===== config.mk =====
export PLATFORM = sky130hd
export DESIGN_NAME = grp_count_enc
export DESIGN_NICKNAME = d
export VERILOG_FILES = /design/src/rtl/grp_count_enc.sv
export SDC_FILE = /design/constraint.sdc
export NUM_CORES = 1
export LEC_CHECK = 0
export CAP_MARGIN = 20
export CORE_ASPECT_RATIO = 1.4
export CORE_UTILIZATION = 39
export DETAILED_ROUTE_END_ITERATION = 7
export PLACE_DENSITY = 0.81
export SYNTH_ARGS = -nofsm -noshare
export SYNTH_HDL_FRONTEND = slang
export SYNTH_SLANG_ARGS = --single-unit

===== constraint.sdc =====
create_clock -name vclk -period 2.6
set_input_delay 0.26 -clock vclk [all_inputs]
set_output_delay 0.26 -clock vclk [all_outputs]
set_load 0.02 [all_outputs]

===== src/rtl/grp_count_enc.sv =====
module grp_count_enc #(
  parameter int ROWS   = 4,
  parameter int WORD_W = 32,
  parameter int SYM_W  = 4
) (
  input  logic [ROWS*WORD_W-1:0]                                   data_i,
  output logic [ROWS*SYM_W*$clog2(WORD_W/SYM_W+1)-1:0]             row_cnt_o,
  output logic [ROWS*SYM_W-1:0]                                    row_par_o,
  output logic [WORD_W*$clog2(ROWS+1)-1:0]                         col_cnt_o,
  output logic [WORD_W-1:0]                                        col_par_o
);
  localparam int SLICE_N = WORD_W / SYM_W;
  localparam int RC_W    = $clog2(SLICE_N + 1);
  localparam int CC_W    = $clog2(ROWS + 1);

  for (genvar r = 0; r < ROWS; r++) begin : g_row
    for (genvar m = 0; m < SYM_W; m++) begin : g_slice
      logic [SLICE_N-1:0] slice;
      logic [RC_W-1:0]    cnt;
      for (genvar k = 0; k < SLICE_N; k++) begin : g_bit
        assign slice[k] = data_i[r*WORD_W + k*SYM_W + m];
      end
      always_comb begin
        cnt = '0;
        for (int k = 0; k < SLICE_N; k++) cnt = cnt + RC_W'(slice[k]);
      end
      assign row_cnt_o[(r*SYM_W+m)*RC_W +: RC_W] = cnt;
      assign row_par_o[r*SYM_W+m]                = ^slice;
    end
  end

  for (genvar j = 0; j < WORD_W; j++) begin : g_col
    logic [ROWS-1:0] col;
    logic [CC_W-1:0] cnt;
    for (genvar r = 0; r < ROWS; r++) begin : g_bit
      assign col[r] = data_i[r*WORD_W + j];
    end
    always_comb begin
      cnt = '0;
      for (int r = 0; r < ROWS; r++) cnt = cnt + CC_W'(col[r]);
    end
    assign col_cnt_o[j*CC_W +: CC_W] = cnt;
    assign col_par_o[j]              = ^col;
  end
endmodule


# After elaboration in Yosys (flattened, before gate mapping)
# Cells that the tools add are included.
dict set report totals {
  mem_bits_rw 0
  rom_bits 0
  mem_count 0
  out_inout_bits 208
  reg_bits 0
  wordCells 256
  latch_bits 0
}
dict set report op_classes {
  n_div 0
  reduce_logical 48
  n_addsub 208
  shift 0
  n_eq_ne 0
  bitwise 0
  mux 0
  multipliers 0
  magnitude_cmp 0
}
# op count
set op_table {}
lappend op_table {{$add 4x1->4} 64}
lappend op_table {{$add 2x1->3} 48}
lappend op_table {{$reduce_xor 4->1} 32}
lappend op_table {{$reduce_xor 8->1} 16}
lappend op_table {{$add 1x1->2} 48}
lappend op_table {{$add 3x1->3} 32}
lappend op_table {{$add 3x1->4} 16}

# Longest topological paths before layout
# Gate-level depths: netlist (run 1).
dict set report depth {
  word_depth 7
  mapped_depth 9
}

# Worst setup path after synthesis (run 1)
# Ideal clock, no wire load.
dict set report synth_path {
  path_kind {input -> output}
  start {input port data_i[2]}
  end {output port row_cnt_o[10]}
  slack_ns -0.388
  arrival_time_ns 2.728
  required_ns 2.340
  path_buffers 0
  path_stages 9
  cell_sequence {fa_1 > inv_1 > fa_1 > fa_1 > inv_1 > ha_1 > inv_1 > fa_1 > xnor2_1}
}
dict set report synth_between {
  elab_chain_len 7
}
# item line
set synth_rtl {}
lappend synth_rtl {{start, declared} 6} ;# input logic [ROWS*WORD_W-1:0] data_i,
lappend synth_rtl {{$add 1x1->2} 25} ;# for (int k = 0; k < SLICE_N; k++) cnt = cnt + RC_W'(slice[k]);
lappend synth_rtl {{$add 2x1->3} 25}
lappend synth_rtl {{$add 3x1->4} 25}
lappend synth_rtl {{$add 4x1->4 (4 in series)} 25}
lappend synth_rtl {{end, declared} 7} ;# output logic [ROWS*SYM_W*$clog2(WORD_W/SYM_W+1)-1:0] row_cnt_o,
# Every way passes these cells.

# Final worst setup path (run 1)
dict set report layout_path {
  start {input port data_i[36]}
  end {output port row_cnt_o[17]}
}
# The elaborated chain is that of the path after synthesis.

==> results of run 1 <==
==> per-layer routing <==
metal | global-route usage (%) | routed length (µm) | vias to the layer above
li1 | - | - | 3167
met1 | 25.8 | 7940 | 3226
met2 | 54.1 | 13900 | 297
met3 | 5.02 | 1640 | 98
met4 | 12.8 | 1640 | 0
met5 | 0 | 0 | -
==> through the flow <==
stage / area, µm² / setup TNS [ps] / cells / util [%]
2_1_floorplan: 7330 / -6300 / 726 / -
4_1_cts: 12800 / -24210 / 1511 / 73.7
5_1_grt: 12900 / -22660 / 1515 / 74.6
3_3_place_gp: 12400 / -86230 / 1491 / 71.7
6_report: 12900 / -19420 / 1515 / 74.6
3_5_place_dp: 12400 / -90340 / 1491 / 71.7
==> cells in the final DEF (no fill, tap or decap), types with 32 or more instances in the layout <==
cell,instances
buf_4,218
buf_6,84
clkdlybuf4s50_1,155
dlygate4sd2_1,39
fa_1,69
ha_1,142
inv_1,220
inv_2,59
xnor2_1,96
xnor3_1,32
==> worst min-delay path, delay by kind of cell <==
kind / cells / cell delay [ps]
buffers and inverters: 3 / 350
adder cells (fa/ha/maj): 1 / 150
==> cell families after synthesis <==
| family | share of synthesized area, % |
|---|---|
| AND/OR/NAND/NOR | 1.45 |
| AO/OA/AOI/OAI | 1.16 |
| buffers and inverters | 16.0 |
| XOR/XNOR | 24.6 |
| adder cells (fa/ha/maj) | 56.8 |
==> what timing repair did <==
item | 4_1_cts | 5_1_grt
buffers inserted | 22 | 14
endpoints found under the setup margin | 166 | 93
pin swaps | 97 | 96
resized for setup | 758 | 102
==> worst min path at each step <==
| stage | start | endpoint | slack, ps | cells after the start |
|---|---|---|---|---|
| 2_1_floorplan | data_i[96] | col_par_o[0] | 660 | 1 |
| 3_3_place_gp | data_i[43] | row_cnt_o[28] | 1400 | 4 |
| 3_5_place_dp | data_i[43] | row_cnt_o[28] | 1440 | 4 |
| 4_1_cts | data_i[76] | col_cnt_o[36] | 1160 | 4 |
| 5_1_grt | data_i[76] | col_cnt_o[36] | 1040 | 4 |
| 6_report | data_i[76] | col_cnt_o[36] | 1020 | 4 |
==> power by group <==
part / switching [µW] / internal, µW / total [µW] / leakage (µW)
Combinational: 3070 / 3210 / 6280 / 0.00711
Clock: 0 / 0.0000514 / 0.0000514 / 0.00000000634
Sequential: 0 / 0 / 0 / 0
==> final cells by class <==
cell class / count / share of cell area (%)
Inverter: 294 / 9.21
Tap cell: 236 / 2.28
Timing Repair Buffer: 552 / 38.6
Antenna cell: 1 / 0.0193
Multi-Input combinational cell: 432 / 49.9
==> impl_metrics.env, run 1 <==
export IMPL_multi_input_area_um2=6450
export IMPL_cp_start_kind="input pin"
export IMPL_maxSlewViolCount=0
export IMPL_synth_top_cell_by_area="ha_1"
export IMPL_syn_nets=1110
export IMPL_fp_dieW_um=114
export IMPL_setup_worst_path_start="data_i[36]"
export IMPL_violations="negative setup slack"
export IMPL_grt_pass1_vias=7687
export IMPL_grt_first_pass_wirelength_mm=38.0
export IMPL_fmax_mhz=318
export IMPL_ys_seq_area_share_pct=0
export IMPL_globalRouteTotalUtil_pct=27.2
export IMPL_crit_path_top_delay_cell="fa_1"
export IMPL_ctsHoldBuffers=0
export IMPL_crit_chain="buf_8, fa_1, inv_1, fa_1, fa_2, inv_2, ha_4, inv_2, fa_2, inv_2, buf_6"
export IMPL_firstDrtPassIters=4
export IMPL_synthCells=726
export IMPL_gp_congestion=0.916
export IMPL_place_ws_ps=-1490
export IMPL_synth_area_leaders="ha_1, fa_1, inv_1"
export IMPL_whs_ps=1020
export IMPL_via_per_inst=4.48
export IMPL_max_stage_delay_ps=540
export IMPL_syn_area_um2=6910
export IMPL_hpwl_mm=21.6
export IMPL_grt_start_max_net_pins=5
export IMPL_fin_crit_sh_pct=121
export IMPL_ios=336
export IMPL_syn_area_per_cell_um2=9.52
export IMPL_total_power_uw=6280
export IMPL_yosysTopAreaCellShare_pct=29.0
export IMPL_crit_cells=11
export IMPL_ys_warnings_count=0
export IMPL_cp_endpoint="row_cnt_o[17]"
export IMPL_drtAntennaViolNets=0
export IMPL_clkbuf_count=0
export IMPL_worstSetupPathType="in2out"
export IMPL_period_minus_slack_ps=3150
export IMPL_min_path_type="in2out"
export IMPL_yosysMostFrequentCell="inv_1"
export IMPL_drtIter0Drc=154
export IMPL_worst_pin_slew_ps=315
export IMPL_relSlewSlack_pct=79.0
export IMPL_cp_top_family="adder cells"
export IMPL_leakage_uw=0.00711
export IMPL_synth_common_cells="inv_1, ha_1, xnor2_1"
export IMPL_power_density_nw_per_um2=486
export IMPL_endpoint_kind="primary output"
export IMPL_arrival_ps=2890
export IMPL_rows=57
export IMPL_fin_nets=1664
export IMPL_wl_per_cell_um=16.6
export IMPL_crit_path_max_fanout=2
export IMPL_setup_violations=56
export IMPL_path_buf_inv=6
export IMPL_cpMostUsedCell="inv_2"
export IMPL_cap_viol_max_count=0
export IMPL_die_h_um=159
export IMPL_ir_worst_vdd_mv=0.388
export IMPL_antenna_found_initial=1
export IMPL_drive_above_1_share_pct=39.0
export IMPL_core_area_um2=17300
export IMPL_port_buffers=336
export IMPL_grt_setup_unrepaired="true"
export IMPL_num_fill_cells=1118
export IMPL_vias=6788
export IMPL_drc=0
export IMPL_area_growth_pct=87.2
export IMPL_register_area_um2=0
export IMPL_totalWireLength_mm=25.2
export IMPL_grt_ovfl_total=0
export IMPL_worst_slack_ps=-548
export IMPL_status="finished with violations"
export IMPL_seq_cell_count=0
export IMPL_ys_types=7
export IMPL_hold_viol=0
export IMPL_cp_required_ps=2340
export IMPL_floorplan_die_area_um2=18300
export IMPL_start_util_pct=39.9
No activity file was read; power rests on OpenSTA's default activity.
==> run 2, diff against run 1 <==
--- a/config.mk
+++ b/config.mk
@@ -6,10 +6,10 @@
 export NUM_CORES = 1
 export LEC_CHECK = 0
 export CAP_MARGIN = 20
-export CORE_ASPECT_RATIO = 1.4
-export CORE_UTILIZATION = 39
+export CORE_AREA = 2 2 130 132
 export DETAILED_ROUTE_END_ITERATION = 7
-export PLACE_DENSITY = 0.81
+export DIE_AREA = 0 0 132 134
+export PLACE_DENSITY = 0.89
 export SYNTH_ARGS = -nofsm -noshare
 export SYNTH_HDL_FRONTEND = slang
 export SYNTH_SLANG_ARGS = --single-unit
==> constraint.sdc (replaced) <==
create_clock -name vclk -period 3.2
set_input_delay 0.32 -clock vclk [all_inputs]
set_output_delay 0.32 -clock vclk [all_outputs]
set_load 0.02 [all_outputs]
==> impl_metrics.env, run 2 (synthesis gave the netlist of run 1 again) <==
export IMPL_worst_pin_slew_ps=408
export IMPL_die_h_um=134
export IMPL_cap_viol_max_count=0
export IMPL_leakage_uw=0.00676
export IMPL_grt_ovfl_total=0
export IMPL_hold_viol=0
export IMPL_drc=0
export IMPL_min_from="data_i[65]"
export IMPL_clkbuf_count=0
export IMPL_cp_start_kind="input pin"
export IMPL_dpl_instance_area_um2=11900
export IMPL_grt_start_max_net_pins=5
export IMPL_gp_congestion=0.908
export IMPL_floorplan_die_area_um2=17700
export IMPL_tns_ps=-1020
export IMPL_antenna_found_initial=1
export IMPL_power_density_nw_per_um2=388
export IMPL_register_area_um2=0
export IMPL_core_area_um2=16300
export IMPL_grt_first_pass_wirelength_mm=40.7
export IMPL_top_layer="met4"
export IMPL_most_common_layout_cells="inv_1, clkdlybuf4s50_1, buf_4, ha_1, xnor2_1"
export IMPL_firstDrtPassIters=4
export IMPL_cp_required_ps=2880
export IMPL_arrival_ps=3060
export IMPL_start_util_pct=42.4
export IMPL_status="finished with violations"
export IMPL_period_minus_slack_ps=3380
export IMPL_num_fill_cells=947
export IMPL_drtAntennaViolNets=0
export IMPL_grt_setup_unrepaired="true"
export IMPL_grt_pass1_vias=8048
export IMPL_place_ws_ps=-1040
export IMPL_worstHoldPathCells=5
export IMPL_wl_met3_mm=2.19
export IMPL_ios=336
export IMPL_min_path_type="in2out"
export IMPL_hold_path_endpoint="row_cnt_o[38]"
export IMPL_via_per_inst=4.84
export IMPL_maxSlewViolCount=0
export IMPL_totalWireLength_mm=28.7
export IMPL_globalRouteTotalUtil_pct=29.3
export IMPL_worstSetupPathType="in2out"
export IMPL_rows=47
export IMPL_final_common_cell="inv_1"
export IMPL_fmax_mhz=296
export IMPL_fp_dieW_um=132
export IMPL_setup_violations=18
export IMPL_area_growth_pct=78.1
export IMPL_seq_cell_count=0
export IMPL_wl_met1_mm=9.30
export IMPL_drive_above_1_share_pct=31.6
export IMPL_endpoint_kind="primary output"
export IMPL_vias=7176
export IMPL_wl_per_cell_um=19.4
export IMPL_violations="negative setup slack"
export IMPL_worst_slack_ps=-176
export IMPL_crit_path_max_fanout=2
export IMPL_ir_worst_vdd_mv=0.381
export IMPL_multi_input_area_um2=6060
export IMPL_fin_crit_sh_pct=105
export IMPL_hpwl_mm=23.0
export IMPL_stdcell_area_um2=12300
export IMPL_drtIter0Drc=270
export IMPL_whs_ps=1300
export IMPL_fin_nets=1647
export IMPL_routed_wl_met2_mm=15.1
export IMPL_relSlewSlack_pct=72.6
export IMPL_port_buffers=336
run 2: worst max-delay path, cell delays in order:
cell and delay, ps:
clkdlybuf4s50_1 530, inv_1 100, fa_1 590, fa_1 440, inv_1 100, ha_2 210, inv_2 50, fa_2 360
xnor2_2 180, buf_4 170
run 2: layout make-up:
| type | instances | area share [%] |
|---|---|---|
| well taps | 220 | 2.24 |
| inverters | 294 | 9.21 |
| multi-input cells | 432 | 49.2 |
| repair buffers | 535 | 39.3 |
| diodes | 1 | 0.0203 |
run 2: worst max path at each step:
stage                start            end  cells past startpoint
2_1_floorplan    data_i[2]  row_cnt_o[10]                      9
3_3_place_gp    data_i[96]  row_cnt_o[50]                     11
6_report        data_i[55]  row_cnt_o[30]                     10
5_1_grt         data_i[39]  row_cnt_o[30]                     11
4_1_cts         data_i[35]  row_cnt_o[30]                     11
3_5_place_dp   data_i[103]  row_cnt_o[62]                     11
run 2: layer usage:
layer / global-route usage [%] / up-vias
met3: 5.67 / 162
met4: 15.1 / 0
li1: - / 3142
met2: 57.8 / 454
met1: 28.7 / 3418
met5: 0 / -
run 2: timing repair:
item	4_1_cts	5_1_grt
hold buffers	0	0
gates cloned	0	0
setup buffers	22	3
pin swaps	77	66
setup endpoints to repair	64	46
gates resized for setup	568	58
run 2: where the power goes:
part | internal [µW] | leakage [µW] | switching, µW
combinational | 2330 | 0.00676 | 2450
clock | 0.0000418 | 0.00000000634 | 0
sequential | 0 | 0 | 0
run 2: stage by stage:
step | cells | total power, µW | util, %
final | 1482 | 4780 | 75.5
after detailed placement | 1456 | 4420 | 72.8
after CTS | 1478 | 4580 | 74.2
after floorplan | 726 | 2350 | -
after global routing | 1482 | 5060 | 75.5
after global placement | 1456 | 4220 | 72.8
